**src/rtl/a429f_pkg.sv**
```systemverilog
`timescale 1ns/1ps
// Shared constants and the per-channel control field type.
// Assumes word bit 1 is data[0]; the label is data[7:0], SDI is data[9:8].
package a429f_pkg;
    localparam int WORD_W     = 32;
    localparam int LBL_W      = 8;
    localparam int SDI_LO_BIT = 8;   // word bit 9
    localparam int SDI_HI_BIT = 9;   // word bit 10
    localparam int CFG_MODE   = 0;   // label table access mode
    localparam int CFG_LOOP   = 1;   // loopback select
    localparam int CFG_CH_BASE = 2;
    localparam int CFG_CH_W    = 5;

    // Per-channel control, LSB first: slow, lbl_en, sdi_en, sdi9, sdi10
    typedef struct packed {
        logic sdi10;
        logic sdi9;
        logic sdi_en;
        logic lbl_en;
        logic slow;
    } ch_cfg_t;
endpackage

```
**src/rtl/a429_rate_gen.sv**
```systemverilog
`timescale 1ns/1ps
// Bit clock enable for one receive channel: a one-clock tick every
// DIV_FAST clocks, or every DIV_SLOW clocks when 'slow' is set.
// Assumes DIV_FAST >= 2 and DIV_SLOW >= DIV_FAST.
module a429_rate_gen #(
    parameter int DIV_FAST = 10,
    parameter int DIV_SLOW = 80
) (
    input  logic clk,
    input  logic rst_n,
    input  logic slow,
    output logic tick
);
    localparam int CNT_W = $clog2(DIV_SLOW);
    localparam logic [CNT_W-1:0] LAST_FAST = CNT_W'(DIV_FAST - 1);
    localparam logic [CNT_W-1:0] LAST_SLOW = CNT_W'(DIV_SLOW - 1);

    logic [CNT_W-1:0] cnt;
    logic [CNT_W-1:0] last;

    // Pick the terminal count for the selected rate.
    always_comb last = slow ? LAST_SLOW : LAST_FAST;

    // Count clocks and emit a tick at the terminal count.
    always_ff @(posedge clk) begin
        if (!rst_n) begin
            cnt  <= '0;
            tick <= 1'b0;
        end else if (cnt >= last) begin
            cnt  <= '0;
            tick <= 1'b1;
        end else begin
            cnt  <= cnt + 1'b1;
            tick <= 1'b0;
        end
    end


    tick_gap_chk: assert property (@(posedge clk) disable iff (!rst_n)
        tick |=> !tick);

    cnt_range_chk: assert property (@(posedge clk) disable iff (!rst_n)
        cnt <= LAST_SLOW);
endmodule

```
**src/rtl/a429_label_cam.sv**
```systemverilog
`timescale 1ns/1ps
// Label table of one channel: DEPTH entries compared in parallel with the
// incoming label; loaded and read back in sequence while 'mode' is set.
// Assumes strobes are one clock wide; pointers rest at entry 0 outside mode.
module a429_label_cam #(
    parameter int DEPTH = 16,
    parameter int LW    = 8
) (
    input  logic          clk,
    input  logic          rst_n,
    input  logic          mode,
    input  logic          wr,
    input  logic          rd,
    input  logic [LW-1:0] wdata,
    input  logic [LW-1:0] lbl_in,
    output logic          hit,
    output logic [LW-1:0] rdata
);
    localparam int PTR_W = (DEPTH > 1) ? $clog2(DEPTH) : 1;
    localparam logic [PTR_W-1:0] LAST = PTR_W'(DEPTH - 1);

    logic [LW-1:0]    mem [DEPTH];
    logic [PTR_W-1:0] wptr;
    logic [PTR_W-1:0] rptr;

    // Write entries in sequence while in table-access mode.
    always_ff @(posedge clk) begin
        if (!rst_n) begin
            for (int i = 0; i < DEPTH; i++) mem[i] <= '0;
            wptr <= '0;
        end else if (!mode) begin
            wptr <= '0;
        end else if (wr) begin
            mem[wptr] <= wdata;
            wptr <= (wptr == LAST) ? '0 : wptr + 1'b1;
        end
    end

    // Read entries in sequence while in table-access mode.
    always_ff @(posedge clk) begin
        if (!rst_n) begin
            rptr  <= '0;
            rdata <= '0;
        end else if (!mode) begin
            rptr <= '0;
        end else if (rd) begin
            rdata <= mem[rptr];
            rptr  <= (rptr == LAST) ? '0 : rptr + 1'b1;
        end
    end

    // Compare the incoming label with every entry at once.
    always_comb begin
        hit = 1'b0;
        for (int i = 0; i < DEPTH; i++) hit = hit | (mem[i] == lbl_in);
    end


    wptr_wrap_chk: assert property (@(posedge clk) disable iff (!rst_n)
        (mode && wr && wptr == LAST) |=> wptr == '0);

    rd_idle_chk: assert property (@(posedge clk) disable iff (!rst_n)
        !(mode && rd) |=> $stable(rdata));
endmodule

```
**src/rtl/a429_word_check.sv**
```systemverilog
`timescale 1ns/1ps
// Acceptance decision for one channel: SDI compare and label table hit,
// each bypassable; an accepted word gives a one-clock FIFO write.
// Assumes lbl_hit is the table result for word_data's label this clock.
module a429_word_check
    import a429f_pkg::*;
(
    input  logic              clk,
    input  logic              rst_n,
    input  ch_cfg_t           cfg,
    input  logic              lbl_hit,
    input  logic              word_vld,
    input  logic [WORD_W-1:0] word_data,
    output logic              fifo_we,
    output logic [WORD_W-1:0] fifo_wdata
);
    logic sdi_ok;
    logic lbl_ok;

    // SDI check: both bits must match when enabled.
    always_comb sdi_ok = !cfg.sdi_en ||
        ((word_data[SDI_LO_BIT] == cfg.sdi9) && (word_data[SDI_HI_BIT] == cfg.sdi10));

    // Label check: a table hit is needed when enabled.
    always_comb lbl_ok = !cfg.lbl_en || lbl_hit;

    // Register the decision and the word.
    always_ff @(posedge clk) begin
        if (!rst_n) begin
            fifo_we    <= 1'b0;
            fifo_wdata <= '0;
        end else begin
            fifo_we <= word_vld && sdi_ok && lbl_ok;
            if (word_vld) fifo_wdata <= word_data;
        end
    end


    accept_src_chk: assert property (@(posedge clk) disable iff (!rst_n)
        fifo_we |-> $past(word_vld));

    data_pass_chk: assert property (@(posedge clk) disable iff (!rst_n)
        fifo_we |-> fifo_wdata == $past(word_data));

    sdi_match_chk: assert property (@(posedge clk) disable iff (!rst_n)
        (fifo_we && $past(cfg.sdi_en)) |->
            fifo_wdata[SDI_HI_BIT:SDI_LO_BIT] == {$past(cfg.sdi10), $past(cfg.sdi9)});

    label_hit_chk: assert property (@(posedge clk) disable iff (!rst_n)
        (fifo_we && $past(cfg.lbl_en)) |-> $past(lbl_hit));
endmodule

```
**src/rtl/a429_rx_filter.sv**
```systemverilog
`timescale 1ns/1ps
// ARINC 429 receive word filter for NCH channels: control word, loopback
// select, bit clock enables, per-channel label tables and acceptance.
// Assumes one complete word per word_vld pulse from each deserializer.
module a429_rx_filter
    import a429f_pkg::*;
#(
    parameter int NCH      = 2,
    parameter int DEPTH    = 16,
    parameter int DIV_FAST = 10,
    parameter int DIV_SLOW = 80,
    localparam int CTRL_W  = CFG_CH_BASE + CFG_CH_W * NCH
) (
    input  logic                  clk,
    input  logic                  rst_n,
    input  logic                  cfg_we,
    input  logic [CTRL_W-1:0]     cfg_wdata,
    input  logic [NCH-1:0]        lbl_wr,
    input  logic [NCH-1:0]        lbl_rd,
    input  logic [LBL_W-1:0]      lbl_wdata,
    output logic [NCH*LBL_W-1:0]  lbl_rdata,
    input  logic [NCH-1:0]        line_hi,
    input  logic [NCH-1:0]        line_lo,
    input  logic                  tx_hi,
    input  logic                  tx_lo,
    output logic [NCH-1:0]        ser_hi,
    output logic [NCH-1:0]        ser_lo,
    output logic [NCH-1:0]        bit_tick,
    input  logic [NCH-1:0]        word_vld,
    input  logic [NCH*WORD_W-1:0] word_data,
    output logic [NCH-1:0]        fifo_we,
    output logic [NCH*WORD_W-1:0] fifo_wdata
);
    logic [CTRL_W-1:0] ctrl_q;

    // Hold the control word.
    always_ff @(posedge clk) begin
        if (!rst_n)      ctrl_q <= '0;
        else if (cfg_we) ctrl_q <= cfg_wdata;
    end

    for (genvar c = 0; c < NCH; c++) begin : g_ch
        ch_cfg_t           cc;
        logic              hit;
        logic [WORD_W-1:0] w;

        // Slice this channel's fields and word.
        assign cc = ch_cfg_t'(ctrl_q[CFG_CH_BASE + c*CFG_CH_W +: CFG_CH_W]);
        assign w  = word_data[c*WORD_W +: WORD_W];

        // Route transmitter outputs to the receiver in loopback.
        assign ser_hi[c] = ctrl_q[CFG_LOOP] ? tx_hi : line_hi[c];
        assign ser_lo[c] = ctrl_q[CFG_LOOP] ? tx_lo : line_lo[c];

        a429_rate_gen #(.DIV_FAST(DIV_FAST), .DIV_SLOW(DIV_SLOW)) u_rate (
            .clk   (clk),
            .rst_n (rst_n),
            .slow  (cc.slow),
            .tick  (bit_tick[c])
        );

        a429_label_cam #(.DEPTH(DEPTH), .LW(LBL_W)) u_cam (
            .clk    (clk),
            .rst_n  (rst_n),
            .mode   (ctrl_q[CFG_MODE]),
            .wr     (lbl_wr[c]),
            .rd     (lbl_rd[c]),
            .wdata  (lbl_wdata),
            .lbl_in (w[LBL_W-1:0]),
            .hit    (hit),
            .rdata  (lbl_rdata[c*LBL_W +: LBL_W])
        );

        a429_word_check u_chk (
            .clk        (clk),
            .rst_n      (rst_n),
            .cfg        (cc),
            .lbl_hit    (hit),
            .word_vld   (word_vld[c]),
            .word_data  (w),
            .fifo_we    (fifo_we[c]),
            .fifo_wdata (fifo_wdata[c*WORD_W +: WORD_W])
        );
    end


    reset_quiet_chk: assert property (@(posedge clk)
        !rst_n |=> (fifo_we == '0) && (bit_tick == '0));
endmodule

```
**config.mk**
```make
export PLATFORM = sky130hd
export DESIGN_NAME = a429_rx_filter
export DESIGN_NICKNAME = d
export VERILOG_FILES = /design/src/rtl/a429f_pkg.sv /design/src/rtl/a429_rate_gen.sv /design/src/rtl/a429_label_cam.sv /design/src/rtl/a429_word_check.sv /design/src/rtl/a429_rx_filter.sv
export SDC_FILE = /design/constraint.sdc
export NUM_CORES = 1
export LEC_CHECK = 0
export ABC_AREA = 1
export BUFFER_PORTS_ARGS = -buffer_cell sky130_fd_sc_hd__buf_2
export CORE_ASPECT_RATIO = 0.8
export CORE_UTILIZATION = 55
export DETAILED_ROUTE_END_ITERATION = 12
export HOLD_SLACK_MARGIN = 0.06
export MAX_ROUTING_LAYER = met4
export PLACE_DENSITY = 0.73
export SKIP_CTS_REPAIR_TIMING = 1
export SLEW_MARGIN = 5
export SYNTH_ARGS = -nofsm -noshare
export SYNTH_HDL_FRONTEND = slang
export SYNTH_HIERARCHICAL = 1
export SYNTH_SLANG_ARGS = --single-unit
export TNS_END_PERCENT = 20
```
**constraint.sdc**
```tcl
create_clock -name clk -period 3.58 [get_ports clk]
set_input_delay 0.537 -clock clk [delete_from_list [all_inputs] [get_ports clk]]
set_output_delay 0.537 -clock clk [all_outputs]
set_load 0.05 [all_outputs]
```
==> results of run 1 <==
logic make-up (layout without fill, tap and decap cells):
kind of cell    after synthesis  after routing  share of synthesized area
compound gates              370            370                     0.0948
xor+xnor                     78             78                     0.0321
fa+ha+maj                    18             18                     0.0106
buf+inv                     419            567                     0.0925
flops                       382            382                      0.479
simple gates               1563           1563                      0.291
how the worst min path moves through the flow:
stage / slack [ns] / to / cells past startpoint
3_3_place_gp: 0.43 / g_ch[1].u_chk/fifo_we$_SDFF_PN0_ / 1
6_report: 0.22 / g_ch[0].u_chk/fifo_wdata[28]$_SDFFE_PN0P_ / 3
3_5_place_dp: 0.43 / g_ch[1].u_chk/fifo_we$_SDFF_PN0_ / 1
4_1_cts: 0.21 / g_ch[1].u_chk/fifo_wdata[22]$_SDFFE_PN0P_ / 3
5_1_grt: 0.22 / g_ch[0].u_chk/fifo_wdata[22]$_SDFFE_PN0P_ / 3
2_1_floorplan: 0.42 / g_ch[0].u_chk/fifo_we$_SDFF_PN0_ / 1
sequential cells by signal (all words and copies together), names as in the netlist:
| signal | flops |
|---|---|
| g_ch.u_cam/wptr | 8 |
| g_ch.u_cam/rdata | 16 |
| g_ch.u_cam/mem | 256 |
| ctrl_q | 12 |
| g_ch.u_rate/tick | 2 |
| g_ch.u_chk/fifo_wdata | 64 |
| g_ch.u_chk/fifo_we | 2 |
| g_ch.u_rate/cnt | 14 |
| g_ch.u_cam/rptr | 8 |
cell usage in the layout, fill, tap and decap left out, drive strengths merged:
cell and n:
nand2 850, nor2 641, inv 284, edfxtp 256
buf 204, o21ai 188, a21oi 128, dfxtp 126
xor2 76, nand3 62, clkbuf 59, o211ai 47
ha 18, clkinv 18, nor3 4, nor3b 3
a211oi 2, a2111oi 2, nand3b 2, xnor2 2
a21boi 2, bufinv 1, clkinvlp 1, o21bai 1
nand4 1
final cells by class:
| type | count | area [um2] |
|---|---|---|
| Inverter | 291 | 1100 |
| Fill cell | 3449 | 14900 |
| Tap cell | 495 | 619 |
| Sequential cell | 382 | 10200 |
| Timing Repair Buffer | 204 | 1070 |
| Clock inverter | 13 | 100 |
| Clock buffer | 59 | 1110 |
| Multi-Input combinational cell | 2029 | 9130 |
layer usage:
metal / part of all wire / vias up / wire [um] / GRT usage
met5: 0 / - / 0 / -
met4: 0.025 / 0 / 1610 / 0.0883
met3: 0.13 / 136 / 8330 / 0.0721
met2: 0.41 / 1100 / 26500 / 0.462
met1: 0.43 / 8787 / 27900 / 0.480
li1: - / 9152 / - / -
through the flow:
step	power (mW)	std cells
6_report	10.2	3473
5_1_grt	10.6	3473
4_1_cts	10.3	3473
3_5_place_dp	6.37	3401
3_3_place_gp	6.34	3401
2_1_floorplan	5.99	2830
power by group through the flow:
stage          logic, mW  registers (mW)  clock network (mW)
2_1_floorplan      0.718            5.27                   0
3_3_place_gp        1.25            5.09                   0
3_5_place_dp        1.27            5.09                   0
4_1_cts             1.28            5.00                3.98
5_1_grt             1.42            5.02                4.15
6_report            1.30            5.01                3.92
critical path: stages, from the launching register on:
cell and delay, ns:
dfxtp_1 0.57, nand2_2 0.30, nor2_1 0.16, inv_1 0.17
nor2_4 0.31, nand2_2 0.21, nand2_1 0.39
==> flow_summary.ini, run 1 <==
[flow_run]
drv_cap = 0

[critical_path]
crit_start = ctrl_q[0]$_SDFFE_PN0P_
rrSetupSlack_ns = 1.13
cp-end-kind = flip-flop
crit_type = flip-flop to flip-flop
worstPathArrival_ns = 2.64
r2r_start = ctrl_q[0]$_SDFFE_PN0P_
worstPathMaxFanout = 9
setup.worst_path.end = g_ch[0].u_cam/mem[11][1]$_SDFFCE_PN0P_
rr_worst_depth = 6
r2r_end = g_ch[0].u_cam/mem[11][1]$_SDFFCE_PN0P_
worst_setup_path_start_kind = flip-flop
cp.required_ns = 3.78

[die]
die_h_um = 178
chipWidth_um = 222
initial_core_util = 0.558
rows = 64
io_pins = 187
core_um2 = 38200
dieArea_um2 = 39500

[sta]
final-setup-viol-count = 0
fin_worst_skew_ns = 0.0148
fmax_ghz = 0.409
finalWorstSetupSlack_ns = 1.13
setup_tns_ns = 0
hold_slack_ns = 0.219
worst_pin_slew_ns = 1.03
period_needed_ns = 2.45
fin_crit_sh = 0.684
slew_headroom = 0.310
drv_slew = 0
rsz0062_at_grt = no
hold_viol = 0

[power]
p_clk_frac = 0.383
internal_power_mw = 7.44
leakage_nw = 10.8
switching_share = 0.272
combPwrFrac = 0.127
p_sw_mw = 2.79
p_seq_frac = 0.489
peakVddDrop_mv = 0.358
powerDensity_nw_per_um2 = 438

[status]
status = complete, no violations

[detailed_routing]
viasPerCell = 5.52
dr.pass1.iters = 6
drt_iter0_markers = 2269
routed_wl_mm = 64.3
wl_per_cell_um = 18.5
drc = 0
ant_nets = 0
dr_total_vias = 19200

[placement]
gp_congestion = 1.03
place_ws_ns = 1.04
dp_hpwl_mm = 44.1
placement.cell_area_um2 = 22100
portBuffers = 186

[global_routing]
grt_pass1_vias = 16800
grt_max_degree = 87
grt_pass1_wl_mm = 96.6
antenna_found_initial = 0
grtUsageTotal = 0.330
grt-ovfl-total = 0

[clock_tree]
cts_made_buffers = 40
cts_sinks = 382
clk_path_buf_depth = 3
path_clk_slew_ns = 0.06
cts_tree = built
clk_latency_ns = 0.54
root_buffer = clkbuf_16
htree_levels = 2

[synthesis]
syn_avg_cell_area_um2 = 7.53
synth_warnings = 6
yosys.cell_types.count = 37
synth_fp_nets = 2947
yosysMostFrequentCell = nand2_1
synth-seq-cells = 382
synth_common_cells = 811 x nand2_1, 622 x nor2_1, 264 x inv_1
async_reset_ff_frac = 0
yosysTopAreaCell = edfxtp_1
synth-main-ff-cell = edfxtp_1
ys_seq_area_frac = 0.479
synth_area_leaders = edfxtp_1 36%, nand2_1 14%, dfxtp_1 12%
synth-edff-count = 256
synth_top_area_share = 0.361
syn_area_um2 = 21300
synthCells = 2830

[finish]
final_area_um2 = 23300
drive_above_1_share = 0.117
antenna_cells = 0
final_core_util = 0.611
nets = 3065
syn2layout_area_growth_pct = 9.52

[hold_path]
worstHoldStart = word_data[28]
min_path_type = input pin to flip-flop
No activity file was read; power rests on OpenSTA's default activity.
==> inputs of run 2 (changes only) <==
==> constraint.sdc (replaced) <==
create_clock -name clk -period 2.5 [get_ports clk]
set_input_delay 0.375 -clock clk [delete_from_list [all_inputs] [get_ports clk]]
set_output_delay 0.375 -clock clk [all_outputs]
set_load 0.05 [all_outputs]
==> run 2 against run 1 <==
  * Non-clock buffer count is 58 higher
  * Wire length is 2.9% higher
  * Worst hold slack worse by 0.17 ns
  * Clock power is 53% higher
  * Fmax is 4.8% higher
  * Sequential share of layout area is 1.1 points lower
  * Sequential power is 43% higher
  * First-iteration DRC count is 14% higher
  * Register-to-register slack worse by 0.97 ns
  * Via count is 2.2% higher
  * Cell count is 1.8% higher
  * Clock skew is 0.0016 ns higher
  * Critical endpoint is now g_ch[1].u_cam/mem[0][0]$_SDFFCE_PN0P_
  * Largest cell class unchanged
==> flow_summary.ini, run 2 (synthesis results as in run 1) <==
[critical_path]
critPathTopFamily = simple AND/OR/NAND/NOR gates
rrSetupSlack_ns = 0.16
worstPathMaxFanout = 9
crit_type = flip-flop to flip-flop
critical_path.most_common_cell = nand2_2
worstPathArrival_ns = 2.54
setup.worst_path.end = g_ch[1].u_cam/mem[0][0]$_SDFFCE_PN0P_
worst_setup_path_start_kind = flip-flop
r2r_start = ctrl_q[0]$_SDFFE_PN0P_
crit_start = ctrl_q[0]$_SDFFE_PN0P_
cp.depth = 6
rr_worst_depth = 6
slowest_delay_ns = 0.62
cp-end-kind = flip-flop
cp.required_ns = 2.70
slowest_stage = dfxtp_1
crit_chain = nand2_2, nor2_1, inv_1, nor2_4, nand2_2, nand2_1
path_buf_inv = 1
r2r_end = g_ch[1].u_cam/mem[0][0]$_SDFFCE_PN0P_

[global_routing]
grt-ovfl-total = 0
grtUsageTotal = 0.336
grt_pass1_wl_mm = 98.4
antenna_found_initial = 1
grt_max_degree = 131
grt_pass1_vias = 17100

[sta]
worst_pin_slew_ns = 0.871
setup_tns_ns = 0
hold_viol = 0
drv_slew = 0
fmax_ghz = 0.428
fin_crit_sh = 0.934
fin_worst_skew_ns = 0.0164
slew_headroom = 0.419
final-setup-viol-count = 0
period_needed_ns = 2.34
rsz0062_at_grt = no
hold_slack_ns = 0.0506

[clock_tree]
cts_tree = built
path_clk_slew_ns = 0.06
htree_levels = 2
cts_made_buffers = 40
clk_path_buf_depth = 3
cts_sinks = 382
root_buffer = clkbuf_16
clk_latency_ns = 0.56

[die]
dieArea_um2 = 39500
chipWidth_um = 222
rows = 64
initial_core_util = 0.558
io_pins = 187
core_um2 = 38200
die_h_um = 178

[finish]
multi_input_area_um2 = 9130
fillers = 3317
instances_no_fill = 3534
largest_reg_flops = 256
drive_above_1_share = 0.132
final_cell_mix = 811 x nand2_1, 622 x nor2_1, 264 x inv_1
seqCellArea_um2 = 10200
nets = 3123
reg_top3 = g_ch.u_cam/mem: 256 flops, g_ch.u_chk/fifo_wdata: 64 flops, g_ch.u_cam/rdata: 16 flops
top_register = g_ch.u_cam/mem
final_common_cell = nand2_1
syn2layout_area_growth_pct = 12.4

[detailed_routing]
drt_iter0_markers = 2594
drc = 0
wl_per_cell_um = 18.7
route.met2.wl_mm = 27.0
ant_nets = 0
top_layer = met4
viasPerCell = 5.55
dr_total_vias = 19600
wl_met3_mm = 9.14
dr.pass1.iters = 8
routed_wl_mm = 66.2
wl_met1_mm = 28.5

[hold_path]
min_path_type = input pin to flip-flop

[power]
leakage_nw = 11.2
peakVddDrop_mv = 0.436
powerDensity_nw_per_um2 = 631

[placement]
dp_cells = 3448
portBuffers = 186
dp_hpwl_mm = 45.9
gp_congestion = 1.06

[flow_run]
drv_cap = 0

[status]
status = complete, no violations
-- run 2: how the worst min path moves through the flow --
| stage | to | cells past startpoint | start |
|---|---|---|---|
| 2_1_floorplan | g_ch[0].u_chk/fifo_we$_SDFF_PN0_ | 1 | ctrl_q[4]$_SDFFE_PN0P_ |
| 3_3_place_gp | g_ch[1].u_chk/fifo_we$_SDFF_PN0_ | 1 | ctrl_q[9]$_SDFFE_PN0P_ |
| 3_5_place_dp | g_ch[1].u_chk/fifo_we$_SDFF_PN0_ | 1 | ctrl_q[9]$_SDFFE_PN0P_ |
| 4_1_cts | g_ch[0].u_chk/fifo_wdata[25]$_SDFFE_PN0P_ | 3 | word_data[25] |
| 5_1_grt | g_ch[1].u_chk/fifo_wdata[14]$_SDFFE_PN0P_ | 3 | word_data[46] |
| 6_report | g_ch[0].u_chk/fifo_wdata[31]$_SDFFE_PN0P_ | 3 | word_data[31] |
-- run 2: power breakdown --
| group | internal, mW | switching [mW] | total, mW |
|---|---|---|---|
| clock network | 3.43 | 2.55 | 5.98 |
| registers | 6.99 | 0.189 | 7.18 |
| logic | 0.529 | 1.42 | 1.94 |
| total | 10.9 | 4.16 | 15.1 |
-- run 2: worst reg2reg max path, stage by stage (launching register included) --
cell	delay, ns
dfxtp_1	0.62
nand2_2	0.24
nor2_1	0.14
inv_1	0.14
nor2_4	0.27
nand2_2	0.21
nand2_1	0.37
-- run 2: through the flow --
step / total power [mW] / util / instance area (um2) / worst slack (ns)
final: 15.1 / 0.627 / 24000 / 0.165
after floorplan: 8.57 / - / 21300 / 0.645
after detailed placement: 9.19 / 0.590 / 22500 / 0.271
after CTS: 15.1 / 0.624 / 23800 / 0.215
after global routing: 15.6 / 0.627 / 24000 / 0.0909
after global placement: 9.15 / 0.590 / 22500 / 0.244
-- run 2: metal layers --
metal,GRT usage,vias up
li1,-,9285
met1,0.497,8948
met2,0.465,1248
met3,0.0644,117
met4,0.0900,0
met5,-,-
-- run 2: area by class of cell --
| class | count | share of cell area |
|---|---|---|
| multi-input cells | 2029 | 0.381 |
| diodes | 1 | 0.000104 |
| clock inverters | 19 | 0.00564 |
| inverters | 291 | 0.0458 |
| well taps | 495 | 0.0259 |
| flip-flops and latches | 382 | 0.426 |
| repair buffers | 262 | 0.0660 |
| clock buffers | 55 | 0.0493 |
==> inputs of run 3 (changes only) <==
--- a/config.mk
+++ b/config.mk
@@ -5,14 +5,14 @@
 export SDC_FILE = /design/constraint.sdc
 export NUM_CORES = 1
 export LEC_CHECK = 0
-export ABC_AREA = 1
+export ABC_AREA = 0
 export BUFFER_PORTS_ARGS = -buffer_cell sky130_fd_sc_hd__buf_2
 export CORE_ASPECT_RATIO = 0.8
 export CORE_UTILIZATION = 55
 export DETAILED_ROUTE_END_ITERATION = 12
 export HOLD_SLACK_MARGIN = 0.06
 export MAX_ROUTING_LAYER = met4
-export PLACE_DENSITY = 0.73
+export PLACE_DENSITY = 0.74
 export SKIP_CTS_REPAIR_TIMING = 1
 export SLEW_MARGIN = 5
 export SYNTH_ARGS = -nofsm -noshare
==> run 3 against run 2 <==
  * Clock power shrank 0.8%
  * Cell count shrank 33%
  * Clock-buffer cell count increased by 5
  * Sequential power is 0.7% higher
  * Non-clock buffer count increased by 14
  * Clock skew grew 0.0048 ns
  * Highest routed layer unchanged
==> flow_summary.ini, run 3 <==
[clock_tree]
cts_made_buffers = 40
cts_sinks = 382
htree_levels = 2
root_buffer = clkbuf_16
cts_tree = built
clk_path_buf_depth = 3
clk_latency_ns = 0.55
path_clk_slew_ns = 0.06

[flow_run]
drv_cap = 0

[sta]
drv_slew = 0
hold_viol = 0
fin_worst_skew_ns = 0.0212
rsz0062_at_grt = no
worst_pin_slew_ns = 0.849
fin_crit_sh = 0.838
period_needed_ns = 2.10
final-setup-viol-count = 0
setup_tns_ns = 0
slew_headroom = 0.429
finalWorstSetupSlack_ns = 0.404
fmax_ghz = 0.477
hold_slack_ns = 0.0921

[critical_path]
cp.required_ns = 2.92
worst_setup_path_start_kind = flip-flop
worstPathArrival_ns = 2.52
worstPathMaxFanout = 14
cp-end-kind = flip-flop
crit_start = g_ch[0].u_cam/rptr[0]$_SDFFE_PN0P_
crit_type = flip-flop to flip-flop
r2r_start = g_ch[0].u_cam/rptr[0]$_SDFFE_PN0P_

[global_routing]
grt_max_degree = 122
grtUsageTotal = 0.291
antenna_found_initial = 1
grt_pass1_wl_mm = 79.4
grt_pass1_vias = 13100
grt-ovfl-total = 0

[synthesis]
synth-main-ff-cell = edfxtp_1
yosys.cell_types.count = 41
syn_area_um2 = 20000
synth-edff-count = 256
synth_area_leaders = edfxtp_1 38%, dfxtp_1 13%, and2_1 8.1%
synthCells = 1635
yosysMostFrequentCell = and2_1
synth-seq-cells = 382
synth_fp_nets = 1752
synth_common_cells = 260 x and2_1, 256 x edfxtp_1, 150 x xnor2_1
async_reset_ff_frac = 0
ys_seq_area_frac = 0.511
yosysTopAreaCell = edfxtp_1
synth_top_area_share = 0.385
synth_warnings = 6
syn_avg_cell_area_um2 = 12.2

[placement]
gp_congestion = 1.01
place_ws_ns = 0.0681
dp_cells = 2295
portBuffers = 186
dp_hpwl_mm = 37.5
placement.cell_area_um2 = 21500

[status]
status = complete, no violations

[finish]
drive_above_1_share = 0.215
final_common_cell = and2_1
top_register = g_ch.u_cam/mem
final_cell_mix = 260 x and2_1, 256 x edfxtp_1, 185 x buf_2
final_core_util = 0.638
nets = 1974
syn2layout_area_growth_pct = 14.4
final_area_um2 = 22900
reg_top3 = g_ch.u_cam/mem: 256 flops, g_ch.u_chk/fifo_wdata: 64 flops, g_ch.u_cam/rdata: 16 flops
largest_reg_flops = 256
instances_no_fill = 2368

[detailed_routing]
viasPerCell = 5.74
routed_wl_mm = 52.5
dr.pass1.iters = 5
dr_total_vias = 13600
wl_per_cell_um = 22.2
ant_nets = 0
drc = 0
drt_iter0_markers = 1512

[power]
leakage_nw = 8.78
finalPower_mw = 14.8
powerDensity_nw_per_um2 = 647
peakVddDrop_mv = 0.430

[die]
dieArea_um2 = 37100
initial_core_util = 0.558
io_pins = 187
chipWidth_um = 215
rows = 62
die_h_um = 173
core_um2 = 35800

[hold_path]
min_path_type = input pin to flip-flop
worstHoldStart = cfg_wdata[3]
run 3: changes by cell type after synthesis, moves of 41 or more:
cell / before / now
nor2_1: 622 / 54
xor2_1: 76 / 120
a21oi_1: 124 / 33
o211ai_1: 47 / 6
xnor2_1: 2 / 150
and2_1: 0 / 260
mux2i_1: 0 / 80
mux4_2: 0 / 54
nor2b_1: 0 / 78
o21ai_0: 173 / 61
nand3_1: 57 / 7
inv_1: 264 / 16
nand2_1: 811 / 40
run 3: layout make-up:
class	instances	area, um2
flip-flops and latches	382	10200
clock buffers	60	1200
inverters	16	60.1
repair buffers	276	1630
well taps	480	601
fillers	2756	13000
clock inverters	12	120
multi-input cells	1141	9030
diodes	1	2.50
run 3: path summary, 6_finish.rpt:
check	end	slack [ns]	cells after the start
min	ctrl_q[3]$_SDFFE_PN0P_	0.09	3
max reg2reg	g_ch[0].u_cam/rdata[3]$_SDFFE_PN0P_	0.40	5
min reg2reg	g_ch[1].u_chk/fifo_we$_SDFF_PN0_	0.43	1
max	g_ch[0].u_cam/rdata[3]$_SDFFE_PN0P_	0.40	5
run 3: where the power goes:
group          total (mW)  leakage (nW)  internal (mW)  switching (mW)
Combinational        1.62          4.51          0.622            1.00
Sequential           7.23          3.63           6.99           0.239
Clock                5.93         0.648           3.52            2.41
Total                14.8          8.78           11.1            3.65
run 3: kinds of logic (layout without fill, tap and decap cells):
logic type	after synthesis	after routing	synth area share
simple gates	565	565	0.165
flops	382	382	0.511
xor+xnor	270	270	0.118
compound gates	144	144	0.0436
mux	144	144	0.114
buf+inv	112	364	0.0373
fa+ha+maj	18	18	0.0113
other cells	0	1	0
run 3: critical path, cell delays in order (launching register included):
cell and delay, ns:
dfxtp_2 0.64, buf_4 0.31, buf_4 0.23, mux4_2 0.51, a21oi_1 0.19, a31oi_1 0.10
run 3: layer usage:
layer | track usage | wire length (um) | vias to the layer above
li1 | - | - | 6229
met1 | 0.426 | 23500 | 6593
met2 | 0.411 | 22400 | 704
met3 | 0.0729 | 5850 | 59
met4 | 0.0570 | 669 | 0
met5 | - | 0 | -
